File: config.mk
export PLATFORM = sky130hd
export DESIGN_NAME = tc_counter
export DESIGN_NICKNAME = d
export VERILOG_FILES = /design/src/rtl/tc_pkg.sv /design/src/rtl/tc_load_image.sv /design/src/rtl/tc_stepper.sv /design/src/rtl/tc_ctrl.sv /design/src/rtl/tc_counter.sv
export SDC_FILE = /design/constraint.sdc
export NUM_CORES = 1
export LEC_CHECK = 0
export BUFFER_PORTS_ARGS = -buffer_cell sky130_fd_sc_hd__buf_2
export CORE_AREA = 2 2 39 41
export DETAILED_ROUTE_END_ITERATION = 6
export DIE_AREA = 0 0 41 43
export GPL_ROUTABILITY_DRIVEN = 0
export GPL_TIMING_DRIVEN = 0
export PLACE_DENSITY = 0.71
export SYNTH_ARGS = -nofsm -noshare
export SYNTH_HDL_FRONTEND = slang
export SYNTH_SLANG_ARGS = --single-unit
File: constraint.sdc
create_clock -name clk -period 3.12 [get_ports clk]
set_input_delay 0.624 -clock clk [delete_from_list [all_inputs] [get_ports clk]]
set_output_delay 0.624 -clock clk [all_outputs]
set_load 0.05 [all_outputs]
File: src/rtl/tc_pkg.sv
package tc_pkg;

    // Counting direction, fixed per instance.
    typedef enum logic {
        TC_UP   = 1'b0,
        TC_DOWN = 1'b1
    } tc_dir_e;

    // Control state carried beside the counter value.
    typedef struct packed {
        logic busy;
        logic done;
    } tc_flags_t;

    localparam tc_flags_t TC_FLAGS_IDLE = '{busy: 1'b0, done: 1'b0};

    // Value of the extra top bit while a run is in progress.
    function automatic logic run_msb(tc_dir_e dir);
        return (dir == TC_UP) ? 1'b1 : 1'b0;
    endfunction

    // Value of the extra top bit once the run has ended.
    function automatic logic end_msb(tc_dir_e dir);
        return ~run_msb(dir);
    endfunction

endpackage

File: src/rtl/tc_load_image.sv
module tc_load_image
    import tc_pkg::*;
#(
    parameter int      WIDTH = 8,
    parameter tc_dir_e DIR   = TC_UP
) (
    input  logic [WIDTH-1:0] m_value,
    output logic [WIDTH:0]   image
);
    generate
        if (DIR == TC_UP) begin : g_up
            // Inverted operand under a set top bit: M+1 increments reach zero.
            assign image = {run_msb(DIR), ~m_value};
        end else begin : g_down
            // Operand under a cleared top bit: M+1 decrements reach minus one.
            assign image = {run_msb(DIR), m_value};
        end
    endgenerate
endmodule

File: src/rtl/tc_stepper.sv
module tc_stepper
    import tc_pkg::*;
#(
    parameter int      WIDTH = 8,
    parameter tc_dir_e DIR   = TC_UP
) (
    input  logic [WIDTH:0] cur,
    output logic [WIDTH:0] nxt,
    output logic           crossed
);
    localparam logic [WIDTH:0] ONE = {{WIDTH{1'b0}}, 1'b1};

    generate
        if (DIR == TC_UP) begin : g_inc
            assign nxt = cur + ONE;
        end else begin : g_dec
            assign nxt = cur - ONE;
        end
    endgenerate

    // The only end-of-run test: the carry or borrow flips the extra top bit.
    assign crossed = cur[WIDTH] ^ nxt[WIDTH];
endmodule

File: src/rtl/tc_ctrl.sv
module tc_ctrl
    import tc_pkg::*;
#(
    parameter int WIDTH = 8
) (
    input  logic           clk,
    input  logic           rst,
    input  logic           load,
    input  logic           enable,
    input  logic [WIDTH:0] image,
    input  logic [WIDTH:0] nxt,
    input  logic           crossed,
    output logic [WIDTH:0] cnt_q,
    output tc_flags_t      flags_q
);
    always_ff @(posedge clk) begin
        if (rst) begin
            cnt_q   <= '0;
            flags_q <= TC_FLAGS_IDLE;
        end else if (load) begin
            // A load takes priority over enable.
            cnt_q        <= image;
            flags_q.busy <= 1'b1;
            flags_q.done <= 1'b0;
        end else if (enable && flags_q.busy) begin
            cnt_q        <= nxt;
            flags_q.busy <= ~crossed;
            flags_q.done <= crossed;
        end else begin
            flags_q.done <= 1'b0;
        end
    end
endmodule

File: src/rtl/tc_counter.sv
module tc_counter
    import tc_pkg::*;
#(
    parameter int      WIDTH = 8,
    parameter tc_dir_e DIR   = TC_UP
) (
    input  logic             clk,
    input  logic             rst,
    input  logic             load,
    input  logic             enable,
    input  logic [WIDTH-1:0] m_value,
    output logic [WIDTH:0]   count,
    output logic             done
);
    logic [WIDTH:0] image;
    logic [WIDTH:0] nxt;
    logic           crossed;
    logic [WIDTH:0] cnt_q;
    tc_flags_t      flags_q;

    tc_load_image #(.WIDTH(WIDTH), .DIR(DIR)) u_image (
        .m_value (m_value),
        .image   (image)
    );

    tc_stepper #(.WIDTH(WIDTH), .DIR(DIR)) u_step (
        .cur     (cnt_q),
        .nxt     (nxt),
        .crossed (crossed)
    );

    tc_ctrl #(.WIDTH(WIDTH)) u_ctrl (
        .clk     (clk),
        .rst     (rst),
        .load    (load),
        .enable  (enable),
        .image   (image),
        .nxt     (nxt),
        .crossed (crossed),
        .cnt_q   (cnt_q),
        .flags_q (flags_q)
    );

    assign count = cnt_q;
    assign done  = flags_q.done;
endmodule

# After elaboration in Yosys (flattened, before gate mapping)
# Cells that the tools add are included.
dict set report totals {
  out_inout_bits 10
  inputBits 12
  wordCells 16
  register_bits 11
}
dict set report op_classes {
  add_sub_neg 1
  mux 5
  reduce_logical 3
  bitwise 4
}
# operator n
set op_table {}
lappend op_table {{$mux 9} 2}
lappend op_table {{$add 9x1->9 const B} 1}
lappend op_table {{$not 8->8} 1}
lappend op_table {{$reduce_or 3->1} 1}
lappend op_table {{$mux 1} 2}
lappend op_table {{$mux 2} 1}
lappend op_table {{$not 1->1} 2}
lappend op_table {{$reduce_bool 2->1} 1}
lappend op_table {{$logic_and 1x1->1} 1}
lappend op_table {{$xor 1x1->1} 1}

# Longest topological paths before layout
dict set report depth {
  depth_word 5
  ltp_mapped 5
}

# Hierarchy
# From an unflattened synthesis, not the netlist that was laid out.
dict set report hier_totals {
  cells_unflattened 86
  area_unflattened_um2 735.7
}
# mod n_inst cells_each area_each_um2
set modules_own_cells {}
lappend modules_own_cells {tc_ctrl 1 58 555.5}
lappend modules_own_cells {tc_stepper 1 18 138.9}
lappend modules_own_cells {tc_load_image 1 10 41.3}

# Least setup slack after synthesis
# Ideal clock, no wire load.
dict set report synth_path {
  path_kind {flip-flop to flip-flop}
  start {register u_ctrl.cnt_q[0]}
  end {register u_ctrl.cnt_q[4]}
  synth_period_minus_slack_ps 1671
  setup_slack_ps 1449
  required_time_ps 2998
  arrival_ps 1549
  path_buffers 0
  setup_ps 122
  path_stages_with_launch 5
  cell_sequence {dfxtp_1 ha_1 nand3_1 o21a_1 o311a_1}
}
dict set report synth_via {
  elab_chain_cells 3
}
# element line
set synth_rtl {}
lappend synth_rtl {{start, declared} tc_ctrl.sv:13} ;# output logic [WIDTH:0] cnt_q,
lappend synth_rtl {{start signal, assigned} tc_ctrl.sv:22} ;# cnt_q <= image;
lappend synth_rtl {{start signal, assigned} tc_ctrl.sv:26} ;# cnt_q <= nxt;
lappend synth_rtl {{$add 9x1->9} tc_stepper.sv:15} ;# assign nxt = cur + ONE;
lappend synth_rtl {{$mux 9} tc_ctrl.sv:25} ;# end else if (enable && flags_q.busy) begin
lappend synth_rtl {{$mux 9} tc_ctrl.sv:20} ;# end else if (load) begin
# Every way passes these cells. The select of a mux whose other input is x is not followed.
# A chain may end at the register's enable or synchronous reset.

# Final worst setup path
dict set report layout_path {
  start {register u_ctrl.cnt_q[2]}
  end {output count[2]}
}
# element line
set layout_rtl {}
lappend layout_rtl {{end, declared} tc_counter.sv:12} ;# output logic [WIDTH:0] count,
# No word-level cell between the ends.

==> implementation parameters <==
Parameter                              Value

CTS
  Number of H-tree levels    1
  Number of buffers inserted during clock tree synthesis    3
  Count of instances resized after the clock tree is built    0
  # Post-CTS Setup Buffers    0
  Deepest clock path buffer count    2
  Number of clock sinks    11
  Hold Buf Count CTS    0
  Clock transition at the registers of the reported paths    about 0.070 ns
  Root Buffer    sky130_fd_sc_hd__clkbuf_4
  TritonCTS clock tree    yes
  Worst-skew pair later-pin latency    ~0.27 ns

Setup path
  CP bufs+invs    1
  Type of element launching the critical path    register
  CP max FO    7
  Critical Path AT    between 1 and 1.5 ns
  CP cell instances    buf_2
  WP data required    about 2.5 ns
  Crit path max-delay family    flip-flops
  Crit path max-delay cell type    sky130_fd_sc_hd__dfxtp_1
  Maximum single-stage delay on the critical path    0.44 ns
  Worst setup path category    reg2out
  Crit path capture type    primary output

Pwr
  IR drop worst, VDD    between 0.15 and 0.2 mV
  Leakage    approximately 0.33 nW
  Pwr dens    between 400 and 500 nW/um2

Synth
  Area contributors post-synth    sky130_fd_sc_hd__dfxtp_1 (37%), sky130_fd_sc_hd__nand2_1 (6.3%), sky130_fd_sc_hd__a21oi_1 (5.1%)
  Post-synth EDFFs    0
  Proportion of synthesized chip area in sequential cells    a little under two fifths
  Synth async-reset ratio    0%
  Flip-flop cell with the highest count after synthesis    sky130_fd_sc_hd__dfxtp_1
  Synthesis Warnings    0
  Leading area contributor after synthesis    sky130_fd_sc_hd__dfxtp_1
  Synthesized netlist net count    85
  Synth Instances    between 70 and 80
  Count of cell types in the netlist    32
  Mean Syn Cell Area    about 8.2 um2
  Mapped cell area    slightly below 600 um2
  Area fraction of the dominant cell type after synthesis    between 30% and 40%
  Register bit total from synthesis    11

Run status
  Run status    complete, no violations

Routing
  Antenna violation net count after detailed routing    0
  Total via count in the routed design    640
  Final wirelength    roughly 1400 um
  First-pass detailed-route iteration total    4
  Routed wire per std cell    12.84 um
  Remaining DRCs    0
  DRT iter0 DRCs    17
  Via density per instance    ~5.8

STA
  Min cycle time layout    1.644 ns
  Worst clock skew    0.002597 ns
  Setup repair after global routing missed its margin    false
  Fmax    slightly above 600 MHz
  Final setup violation count    0
  Final clock period utilization by the worst path    52.71%
  Slew Limit Fails    0
  Pin slew with the least headroom to its limit    around 0.41 ns
  Accumulated negative setup slack    0 ns
  Max-slew headroom    approximately 72%
  Final hold violation count    0

Place
  Port buffer count    19
  Placed wire-length estimate    slightly above 1000 um
  Area after detailed placement    just over 700 um2

GRT
  Number of global-route vias before repair    about 530
  Total global routing track utilization    18.69%
  Number of antenna violations at the first check in global routing    0
  GRT overflow    0
  Maximum number of pins on one net before global-route repair    11
  First-pass GRT wire length    roughly 2200 um

Finish
  Number of nets at the end of the flow    109
  Leading cell types in the layout, fill and taps excluded    sky130_fd_sc_hd__buf_2 (21), sky130_fd_sc_hd__dfxtp_1 (11), sky130_fd_sc_hd__nand2_1 (10), sky130_fd_sc_hd__a21oi_1 (6), sky130_fd_sc_hd__inv_1 (4)
  Final instance area    approximately 730 um2
  Commonest non-fill, non-tap cell in the layout    sky130_fd_sc_hd__buf_2
  Number of inserted filler cells in the final layout    between 100 and 150
  P&R area growth vs syn    23.84%
  Antenna Cells    0
  Share of layout cells above drive strength 1    about 27%

Flow run
  Max-cap violations    0

Floorplan
  Starting utilization of the core area    between 40% and 50%
  Width of the chip    roughly 41 um
  Total die area    ~1800 um2
  Die height    between 40 and 50 um
  Core Region    1384 um2
  Number of ports placed on the die boundary    22
  Row count    14

Hold path
  Type of the most critical hold path    in2reg
-- worst paths after layout --
kind	startpoint	endpoint	slack, ns	cells after the start
worst max-delay path	u_ctrl.cnt_q[2]	count[2]	1.48	1
worst min-delay path	m_value[1]	u_ctrl.cnt_q[1]	0.53	2
worst max register to register	u_ctrl.cnt_q[0]	u_ctrl.cnt_q[4]	1.71	4
worst min register to register	u_ctrl.cnt_q[5]	u_ctrl.cnt_q[5]	0.54	2
-- metal layers --
| metal | share of wire, % | wire length (um) | track usage (%) |
|---|---|---|---|
| met1 | 45 | 640 | 24.26 |
| met2 | 44 | 621 | 26.25 |
| met3 | 9.8 | 139 | 6.283 |
| met4 | 1.6 | 23 | 10.00 |
| met5 | 0 | 0 | 0 |
-- registers in the layout (all words and copies together) (netlist names) --
signal          cells
u_ctrl.cnt_q        9
u_ctrl.flags_q      2
-- final cells by class --
cell class / count / area (um2) / area share, %
Buffer: 3 / 13.76 / 1.874
Clock buffer: 4 / 26.28 / 3.578
Inverter: 4 / 15.01 / 2.044
Multi-Input combinational cell: 54 / 344.1 / 46.85
Sequential cell: 11 / 220.2 / 29.98
Tap cell: 16 / 20.02 / 2.726
Timing Repair Buffer: 19 / 95.09 / 12.95
-- cell usage after synthesis (2+ instances only) --
master                     number
sky130_fd_sc_hd__dfxtp_1       11
sky130_fd_sc_hd__nand3_1        3
sky130_fd_sc_hd__o311a_1        2
sky130_fd_sc_hd__xnor2_1        2
sky130_fd_sc_hd__buf_2          2
sky130_fd_sc_hd__a31oi_1        2
sky130_fd_sc_hd__inv_1          4
sky130_fd_sc_hd__o31a_1         2
sky130_fd_sc_hd__o21a_1         2
sky130_fd_sc_hd__o21ai_0        2
sky130_fd_sc_hd__nor3_1         3
sky130_fd_sc_hd__a211oi_1       2
sky130_fd_sc_hd__a21oi_1        6
sky130_fd_sc_hd__nand4_1        2
sky130_fd_sc_hd__nand2_1       10
-- cell families after synthesis --
group	share of synthesized area, %
and+or+nand+nor	27.01
xor gates and xnor gates	2.954
AOI/OAI and AO/OA	25.95
DFF	37.13
adders and majority gates	2.109
buffers and inverters	4.851
-- metrics by stage --
step | instances | total power, W | setup WS [ns] | hold WS, ns | utilization [%]
floorplan | 72 | 0.0002187 | 1.449 | 0.5219 | -
global route | 111 | 0.0003559 | 1.428 | 0.5407 | 53.07
global placement | 107 | 0.0002391 | 1.594 | 0.5135 | 51.18
detailed placement | 107 | 0.0002403 | 1.578 | 0.5303 | 51.18
finish | 111 | 0.0003381 | 1.476 | 0.5252 | 53.07
CTS | 111 | 0.0003409 | 1.474 | 0.5212 | 53.07
-- power breakdown --
group / internal (W) / leakage [nW] / switching [W]
logic: 0.0000244 / 0.219 / 0.0000510
clock network: 0.0000496 / 0.0150 / 0.0000506
registers: 0.000150 / 0.0912 / 0.0000131
Power figures use the tool's default switching activity.
